===== src/rtl/scl_tg_pkg.sv =====
package scl_tg_pkg;
  typedef enum logic [1:0] {
    SPD_RSVD = 2'd0,
    SPD_STD  = 2'd1,
    SPD_FAST = 2'd2,
    SPD_HIGH = 2'd3
  } spd_e;

  typedef enum logic {
    PH_HIGH = 1'b0,
    PH_LOW  = 1'b1
  } phase_e;

  localparam int unsigned HI_OVERHEAD = 7;
endpackage


===== src/rtl/scl_tg_sel.sv =====
module scl_tg_sel
  import scl_tg_pkg::*;
#(
  parameter int CW = 16,
  parameter int SW = 8,
  parameter int LW = 18
) (
  input  logic [1:0]    mode,
  input  logic [CW-1:0] ss_h,
  input  logic [CW-1:0] ss_l,
  input  logic [CW-1:0] fs_h,
  input  logic [CW-1:0] fs_l,
  input  logic [CW-1:0] hs_h,
  input  logic [CW-1:0] hs_l,
  input  logic [SW-1:0] fs_spk,
  input  logic [SW-1:0] hs_spk,
  output logic [LW-1:0] hi_len,
  output logic [LW-1:0] lo_len,
  output logic [SW-1:0] spk
);
  logic [CW-1:0] h_sel, l_sel;

  always_comb begin
    unique case (spd_e'(mode))
      SPD_HIGH: begin h_sel = hs_h; l_sel = hs_l; spk = hs_spk; end
      SPD_FAST: begin h_sel = fs_h; l_sel = fs_l; spk = fs_spk; end
      default:  begin h_sel = ss_h; l_sel = ss_l; spk = fs_spk; end
    endcase
    hi_len = LW'(h_sel) + LW'(spk) + LW'(HI_OVERHEAD);
    lo_len = LW'(l_sel) + LW'(1);
  end
endmodule


===== src/rtl/scl_tg_phase.sv =====
module scl_tg_phase
  import scl_tg_pkg::*;
#(
  parameter int LW = 18
) (
  input  logic          clk,
  input  logic          rst_n,
  input  logic          enable,
  input  logic [LW-1:0] hi_len,
  input  logic [LW-1:0] lo_len,
  output logic          enter_low,
  output logic          scl_oe,
  output logic          hi_strb,
  output logic          lo_strb
);
  logic          running;
  phase_e        phase;
  logic [LW-1:0] cnt;
  logic          start_q;

  assign enter_low = enable && running && (cnt == '0) && (phase == PH_HIGH);

  always_ff @(posedge clk or negedge rst_n) begin
    if (!rst_n) begin
      running <= 1'b0;
      phase   <= PH_HIGH;
      cnt     <= '0;
      start_q <= 1'b0;
    end else if (!enable) begin
      running <= 1'b0;
      phase   <= PH_HIGH;
      cnt     <= '0;
      start_q <= 1'b0;
    end else if (!running) begin
      running <= 1'b1;
      phase   <= PH_HIGH;
      cnt     <= hi_len - LW'(1);
      start_q <= 1'b1;
    end else if (cnt == '0) begin
      if (phase == PH_HIGH) begin
        phase <= PH_LOW;
        cnt   <= lo_len - LW'(1);
      end else begin
        phase <= PH_HIGH;
        cnt   <= hi_len - LW'(1);
      end
      start_q <= 1'b1;
    end else begin
      cnt     <= cnt - LW'(1);
      start_q <= 1'b0;
    end
  end

  assign scl_oe  = running && (phase == PH_LOW);
  assign hi_strb = start_q && running && (phase == PH_HIGH);
  assign lo_strb = start_q && (phase == PH_LOW);
endmodule


===== src/rtl/scl_tg_hold.sv =====
module scl_tg_hold #(
  parameter int HW = 16
) (
  input  logic          clk,
  input  logic          rst_n,
  input  logic          enable,
  input  logic          load,
  input  logic [HW-1:0] hold_len,
  output logic          sda_ok
);
  logic          active;
  logic [HW-1:0] cnt;

  always_ff @(posedge clk or negedge rst_n) begin
    if (!rst_n) begin
      active <= 1'b0;
      cnt    <= '0;
    end else if (!enable) begin
      active <= 1'b0;
      cnt    <= '0;
    end else if (load) begin
      active <= 1'b1;
      cnt    <= hold_len;
    end else if (active) begin
      if (cnt == '0) active <= 1'b0;
      else           cnt    <= cnt - HW'(1);
    end
  end

  assign sda_ok = active && (cnt == '0);
endmodule


===== src/rtl/scl_tg_glitch.sv =====
module scl_tg_glitch #(
  parameter int SW = 8
) (
  input  logic          clk,
  input  logic          rst_n,
  input  logic          raw,
  input  logic [SW-1:0] spk,
  output logic          filt
);
  logic [SW-1:0] run;
  logic [SW:0]   run_next;

  assign run_next = {1'b0, run} + (SW+1)'(1);

  always_ff @(posedge clk or negedge rst_n) begin
    if (!rst_n) begin
      filt <= 1'b1;
      run  <= '0;
    end else if (raw == filt) begin
      run <= '0;
    end else if (run_next >= {1'b0, spk}) begin
      filt <= raw;
      run  <= '0;
    end else begin
      run <= run_next[SW-1:0];
    end
  end
endmodule


===== src/rtl/scl_timegen.sv =====
module scl_timegen #(
  parameter int CW = 16,
  parameter int SW = 8,
  parameter int HW = 16
) (
  input  logic          clk,
  input  logic          rst_n,
  input  logic          enable,
  input  logic [1:0]    mode,
  input  logic [CW-1:0] ss_hcnt,
  input  logic [CW-1:0] ss_lcnt,
  input  logic [CW-1:0] fs_hcnt,
  input  logic [CW-1:0] fs_lcnt,
  input  logic [CW-1:0] hs_hcnt,
  input  logic [CW-1:0] hs_lcnt,
  input  logic [SW-1:0] fs_spklen,
  input  logic [SW-1:0] hs_spklen,
  input  logic [HW-1:0] sda_hold,
  input  logic          scl_in,
  input  logic          sda_in,
  output logic          scl_oe,
  output logic          hi_strb,
  output logic          lo_strb,
  output logic          sda_ok,
  output logic          scl_filt,
  output logic          sda_filt
);
  localparam int LW     = ((CW > SW) ? CW : SW) + 2;
  localparam int NLINES = 2;

  logic [LW-1:0] hi_len, lo_len;
  logic [SW-1:0] spk;
  logic          enter_low;
  logic [NLINES-1:0] raw_v, filt_v;

  scl_tg_sel #(.CW(CW), .SW(SW), .LW(LW)) u_sel (
    .mode(mode), .ss_h(ss_hcnt), .ss_l(ss_lcnt), .fs_h(fs_hcnt), .fs_l(fs_lcnt),
    .hs_h(hs_hcnt), .hs_l(hs_lcnt), .fs_spk(fs_spklen), .hs_spk(hs_spklen),
    .hi_len(hi_len), .lo_len(lo_len), .spk(spk)
  );

  scl_tg_phase #(.LW(LW)) u_phase (
    .clk(clk), .rst_n(rst_n), .enable(enable), .hi_len(hi_len), .lo_len(lo_len),
    .enter_low(enter_low), .scl_oe(scl_oe), .hi_strb(hi_strb), .lo_strb(lo_strb)
  );

  scl_tg_hold #(.HW(HW)) u_hold (
    .clk(clk), .rst_n(rst_n), .enable(enable), .load(enter_low),
    .hold_len(sda_hold), .sda_ok(sda_ok)
  );

  assign raw_v = {sda_in, scl_in};

  for (genvar g = 0; g < NLINES; g++) begin : g_line
    scl_tg_glitch #(.SW(SW)) u_glitch (
      .clk(clk), .rst_n(rst_n), .raw(raw_v[g]), .spk(spk), .filt(filt_v[g])
    );
  end

  assign scl_filt = filt_v[0];
  assign sda_filt = filt_v[1];
endmodule


===== config.mk =====
export PLATFORM = sky130hd
export DESIGN_NAME = scl_timegen
export DESIGN_NICKNAME = d
export VERILOG_FILES = /design/src/rtl/scl_tg_pkg.sv /design/src/rtl/scl_tg_sel.sv /design/src/rtl/scl_tg_phase.sv /design/src/rtl/scl_tg_hold.sv /design/src/rtl/scl_tg_glitch.sv /design/src/rtl/scl_timegen.sv
export SDC_FILE = /design/constraint.sdc
export NUM_CORES = 1
export LEC_CHECK = 0
export ABC_AREA = 0
export BUFFER_PORTS_ARGS = -buffer_cell sky130_fd_sc_hd__buf_4
export CAP_MARGIN = 40
export CORE_UTILIZATION = 60
export DETAILED_ROUTE_END_ITERATION = 16
export GPL_TIMING_DRIVEN = 0
export PLACE_DENSITY = 0.87
export SYNTH_ARGS = -nofsm -noshare
export SYNTH_HDL_FRONTEND = slang
export SYNTH_HIERARCHICAL = 1
export SYNTH_SLANG_ARGS = --single-unit

===== constraint.sdc =====
create_clock -name clk -period 4.91 [get_ports clk]
set_input_delay 0 -clock clk [delete_from_list [all_inputs] [get_ports clk]]
set_output_delay 0 -clock clk [all_outputs]
set_load 0.1 [all_outputs]

Word level (Yosys, flattened, before mapping)
Index checks and enable logic that the tools add are counted.
{"block": "word_totals", "reg_bits": 56, "latchBits": 0, "ram_bits": 0, "rom_bits": 0, "in_bits": 135, "out_inout_bits": 6, "elab_cells": 71, "mem_count": 0}
{"block": "classes", "n_addsub": 9, "mul": 0, "div_mod_pow": 0, "order_cmp": 2, "n_eq_ne": 7, "shift": 0, "mux": 27, "bitwise": 3, "n_reduce_logical": 13}
{"op": "two-way mux 18 bit", "n": 4}
{"op": "two-way mux 16 bit", "n": 4}
{"op": "case mux 16 bit (2 select lines)", "n": 2}
{"op": "two-way mux 8 bit", "n": 5}
{"op": "subtractor 18 x 1 -> 18 bit, second input constant", "n": 2}
{"op": "adder 18 x 3 -> 18 bit, second input constant", "n": 1}
{"op": "adder 8 x 1 -> 9 bit, second input constant", "n": 2}
{"op": ">= comparator 9 x 8 -> 1 bit", "n": 2}
{"op": "logical NOT 18 bit", "n": 1}
{"op": "subtractor 17 x 1 -> 18 bit, second input constant", "n": 1}
{"op": "adder 16 x 1 -> 17 bit, second input constant", "n": 1}
{"op": "adder 16 x 8 -> 17 bit", "n": 1}
{"op": "logical NOT 16 bit", "n": 1}
{"op": "subtractor 16 x 1 -> 16 bit, second input constant", "n": 1}
{"op": "two-way mux 1 bit", "n": 12}
{"op": "logical AND 1 bit", "n": 8}
{"op": "!= test 3 bit, second input constant", "n": 2}
{"op": "AND reduction 2 bit", "n": 3}
{"op": "== test 2 bit, second input constant", "n": 2}
{"op": "!= test 3 x 1 -> 1 bit, second input constant", "n": 1}
{"op": "inverter 1 bit", "n": 3}
{"op": "== test 1 bit", "n": 2}

Depth between registers and ports, before layout
{"block": "depth", "depth_word": 9, "depth_mapped": 24, "mapped_depth_nobuf": 19}

Hierarchy
Netlist, hierarchy kept.
{"mod": "scl_tg_phase", "n_inst": 1, "cells_per_inst": 234, "area_each_um2": 1991.9, "seq_area_each_um2": 525.5}
{"mod": "scl_tg_sel", "n_inst": 1, "cells_per_inst": 226, "area_each_um2": 1786.7, "seq_area_each_um2": 0.0}
{"mod": "scl_tg_glitch", "n_inst": 2, "cells_per_inst": 61, "area_each_um2": 646.9, "seq_area_each_um2": 226.5}
{"mod": "scl_tg_hold", "n_inst": 1, "cells_per_inst": 134, "area_each_um2": 1167.4, "seq_area_each_um2": 425.4}

Worst setup path before layout
No wires, ideal clock.
{"block": "synth_path", "path_type": "in2reg", "from": "in mode[0]", "to": "reg u_phase.cnt[9]", "setup_ns": 0.111, "arrival_time_ns": 4.425, "required_time_ns": 4.799, "path_slack_ns": 0.374, "path_stages": 21, "path_buffers": 5, "path_cell_list": "buf_6 -> buf_12 -> buf_12 -> buf_4 -> nand2_1 -> mux2_2 -> ha_1 -> ha_1 -> a21o_1 -> a21oi_1 -> o21ai_0 -> a21o_1 -> a21oi_1 -> xnor2_1 -> or4_1 -> clkbuf_1 -> or3_4 -> xor2_1 -> a32oi_1 -> nor2_1 -> a2111oi_2"}
{"block": "synth_via", "elab_chain_cells": 9, "word_cells_on_any_way": 14, "cone_classes": "add/sub (5); eq/ne (2); mux (7)"}
{"item": "from (decl)", "line_no": "scl_timegen.sv:9", "source": "input logic [1:0] mode,"}
{"item": "== test 2 bit *", "line_no": "scl_tg_sel.sv:24", "source": "unique case (spd_e'(mode))"}
{"item": "two-way mux 8 bit *", "line_no": "scl_tg_sel.sv:24"}
{"item": "net spk[4]", "line_no": "scl_timegen.sv:32", "source": "logic [SW-1:0] spk;"}
{"item": "adder 16 x 8 -> 17 bit *", "line_no": "scl_tg_sel.sv:29", "source": "hi_len = LW'(h_sel) + LW'(spk) + LW'(HI_OVERHEAD);"}
{"item": "adder 18 x 3 -> 18 bit *", "line_no": "scl_tg_sel.sv:29"}
{"item": "net hi_len[8]", "line_no": "scl_timegen.sv:31", "source": "logic [LW-1:0] hi_len, lo_len;"}
{"item": "subtractor 18 x 1 -> 18 bit *", "line_no": "scl_tg_phase.sv:37, scl_tg_phase.sv:45"}
{"item": "two-way mux 18 bit", "line_no": "scl_tg_phase.sv:40", "source": "if (phase == PH_HIGH) begin"}
{"item": "two-way mux 18 bit", "line_no": "scl_tg_phase.sv:39", "source": "end else if (cnt == '0) begin"}
{"item": "two-way mux 18 bit *", "line_no": "scl_tg_phase.sv:34", "source": "end else if (!running) begin"}
{"item": "two-way mux 18 bit *", "line_no": "scl_tg_phase.sv:29", "source": "end else if (!enable) begin"}
{"item": "to (signal assigned)", "line_no": "scl_tg_phase.sv:37", "source": "cnt <= hi_len - LW'(1);"}
{"item": "to (signal assigned)", "line_no": "scl_tg_phase.sv:42", "source": "cnt <= lo_len - LW'(1);"}
{"item": "to (signal assigned)", "line_no": "scl_tg_phase.sv:45", "source": "cnt <= hi_len - LW'(1);"}
{"item": "to (decl)", "line_no": "scl_tg_phase.sv:18", "source": "logic [LW-1:0] cnt;"}
Mark *: on every way through the listed nets, which the timed path passes. The rest lies on a longest branch.
A chain may end at the register's enable or synchronous reset.

Worst setup path after layout
{"block": "layout_path", "from": "in mode[0]", "to": "reg u_phase.cnt[13]"}
The elaborated chain is that of the path after synthesis.

==> qor.yml <==
logic_synthesis:
  synth_ff_type: "dfrtp_1"
  syn_area_per_cell_sq_um: 8.715
  yosysUniqueCellTypes: 91
  ys_seq_area_share_pct: 22.50
  syn_area_sq_mm: 0.006240
  synth_top_area_cell: "dfrtp_1"
  synth-seq-cells: 56
  synth_edf_count: 0
  synth_top_area_share_pct: 21.66
  yosys_warnings: 6
  synthTopCellsByArea: "dfrtp_1 (22%), ha_1 (7.8%), xnor2_1 (6.6%)"
  syn_inst: 716
  ys_async_sr_fraction_pct: 100.0
worst_setup_path:
  cp_max_fo: 10
  reg2reg_from: "u_phase/cnt[0]$_DFF_PN0_"
  path_cells: "buf_6, buf_12, buf_12, buf_4, nand2_2, mux2_2, inv_1, ha_1, inv_1, ha_1, inv_1, fa_1, nor2b_1, o31a_1, o21a_1, nor2_1, xnor2_1, or4_1, clkbuf_1, or3_4, nor2_1, xnor2_1, a22o_1, a221oi_2"
  crit_required_ps: 5130
  worst-setup-path-type: "input pin to flop"
  max_stage_delay_ps: 510
  end_kind: "flop"
  arrival_ps: 4820
  critical_path.startpoint: "mode[0]"
  start_kind: "input pin"
  cpMaxStageDelayCell: "or4_1"
  cp_common_cell: "inv_1"
layout:
  nFillCells: 726
  multi_input_area_sq_mm: 0.004488
  drive_above_1_share_pct: 27.33
  ff_latch_area_sq_mm: 0.001404
  final_common_cell: "buf_4"
  diodes: 0
  syn_to_final_growth_pct: 23.54
  final_nets: 1052
  fin_util_pct: 77.79
  layout_common_cells: "buf_4 (144), nor2_1 (57), dfrtp_1 (54), nand2_1 (49), xnor2_1 (47)"
outcome:
  status: "completed"
timing:
  setup_ws_ps: 308.6
  finalHoldViolations: 0
  fin_hold_ws_ps: 6.623
  rsz0062_at_grt: "no"
  fmax_ghz: 0.2173
  fin_skew_ps: 10.88
  relSlewSlack_pct: 45.90
  worst_pin_slew_ps: 809.8
  period_minus_slack_ps: 4601
  tns_ps: 0
  slew_viol_final: 0
  fin_crit_sh_pct: 93.72
  setup_viol: 0
global_route:
  grt_pass1_vias: 6069
  grt_max_degree: 57
  antenna_found_initial: 0
  globalRouteOverflowTotal: 0
  grt_usage_pct: 31.51
  grt_pass1_wl_um: 28080
power_and_ir_drop:
  switching_power_mw: 0.7810
  peakVddDrop_mv: 0.1626
  swShare_pct: 42.84
  leakage_nw: 3.526
  p_int_mw: 1.042
  pwr-share-comb_pct: 53.7
  p_per_area_mw_per_mm2: 236.5
  sequentialPowerShare_pct: 31.8
  power_frac_clock_pct: 14.5
floorplan:
  start_util_pct: 62.97
  rows: 36
  die_x_um: 104.0
  pin_count: 141
  die_height_um: 104.0
  core-area_sq_mm: 0.009910
  die_area_sq_mm: 0.01081
drt:
  dr_wl_met3_um: 1177
  top_layer: "met4"
  dr_total_vias: 6110
  drtPass1Iterations: 5
  wirelength_um: 16860
  met1_length_um: 7205
  initialDrtViolationCount: 424
  vias_per_cell: 6.044
  antenna_left: 0
  drc: 0
  wl_per_cell_um: 16.68
  wl_met2_um: 8170
placement:
  hpwlAfterDp_um: 13150
  dp_slack_ps: -235.7
  portBuffers: 139
  gp_congestion: 0.9239
clock_tree:
  numCtsBuffers: 5
  clk_pin_slew_ps: 100
  htree_levels: 2
  clock_path_buffers: 2
  post_cts_buffers: 0
  worstSkewPairLatency_ps: 320
  clkSinkCount: 56
  root_buffer: "clkbuf_8"
  cts_tree: "yes"
job:
  cap_violations: 0
worst_hold_path:
  hold_class: "input pin to flop"
  min_from: "sda_hold[5]"
## cell usage after synthesis, drive strengths merged, types with 4 or more instances
cell type and number:
o31ai 6, a211oi 8, a221oi 10, and3 9
or4 12, inv 41, dfrtp 54, mux2 17
buf 17, nor2b 4, nor2 57, nor3 28
nand4 5, o21ai 40, nand2b 5, or2 4
or3 16, nor4 18, a21oi 29, ha 39
a31oi 10, clkbuf 13, xor2 33, nor3b 16
mux2i 35, xnor2 48, nand2 51, a21o 12
nand3 25
## sequential cells by signal, indices dropped and copies added (netlist names)
register              count
u_phase/cnt              18
g_line.u_glitch/run      16
u_hold/cnt               16
g_line.u_glitch/filt      2
u_hold/active             1
u_phase/phase             1
u_phase/running           1
u_phase/start_q           1
## per-stage QoR
stage | cell area, sq um | power (mW) | cells
after floorplan | 6243 | 1.260 | 717
after global placement | 7453 | 1.488 | 989
after detailed placement | 7453 | 1.529 | 989
after CTS | 7665 | 1.803 | 1009
after global routing | 7709 | 1.940 | 1011
final | 7709 | 1.823 | 1011
## worst max-delay path: cells and delay by family
kind,cells,cell delay (ps)
mux,1,400
compound gates,4,830
fa+ha+maj,3,770
simple gates,6,1530
buf+inv,8,950
xor+xnor,2,320
## worst paths after layout
kind / cells after the start / slack, ps / to
max: 24 / 310 / u_phase/cnt[13]$_DFF_PN0_
min: 3 / 7 / u_hold/cnt[5]$_DFFE_PN0P_
max reg2reg: 12 / 1360 / u_hold/cnt[4]$_DFFE_PN0P_
min reg2reg: 1 / 540 / g_line[1].u_glitch/run[0]$_DFF_PN0_
max in group asynchronous: 2 / 4150 / u_phase/cnt[10]$_DFF_PN0_
min in group asynchronous: 2 / 260 / g_line[0].u_glitch/run[4]$_DFF_PN0_
## metal layers
| metal | up-vias | global-route usage, % |
|---|---|---|
| li1 | 2939 | - |
| met3 | 42 | 5.013 |
| met4 | 0 | 8.265 |
| met1 | 2860 | 41.66 |
| met2 | 269 | 53.57 |
| met5 | - | 0 |
## power by group through the flow
stage	logic, mW	registers (mW)	clock network, mW
after CTS	0.956	0.578	0.269
after floorplan	0.619	0.641	0
after detailed placement	0.942	0.587	0
after global routing	1.06	0.589	0.295
after global placement	0.906	0.582	0
final	0.978	0.580	0.265
## kinds of logic after synthesis
kind of cell	synth area share (%)
AOI/OAI and AO/OA	17.61
xor gates and xnor gates	11.49
adders and majority gates	8.141
buffers and inverters	5.855
DFF	22.50
muxes	9.304
other	0.06010
and+or+nand+nor	25.05
## layout make-up
type                            instances  area share (%)
Clock buffer                            5          0.8927
Inverter                               42           2.045
Tap cell                              133           2.159
Sequential cell                        56           18.21
Multi-Input combinational cell        589           58.22
Clock inverter                          3          0.2922
Buffer                                 29           2.694
Timing Repair Buffer                  154           15.48
## repair_timing
item                       in CTS  in global routing
setup endpoints to repair       0                  4
gates resized for setup         0                  6
hold endpoints to repair       67                  3
hold buffers                   12                  3
No activity file was read; power rests on OpenSTA's default activity.
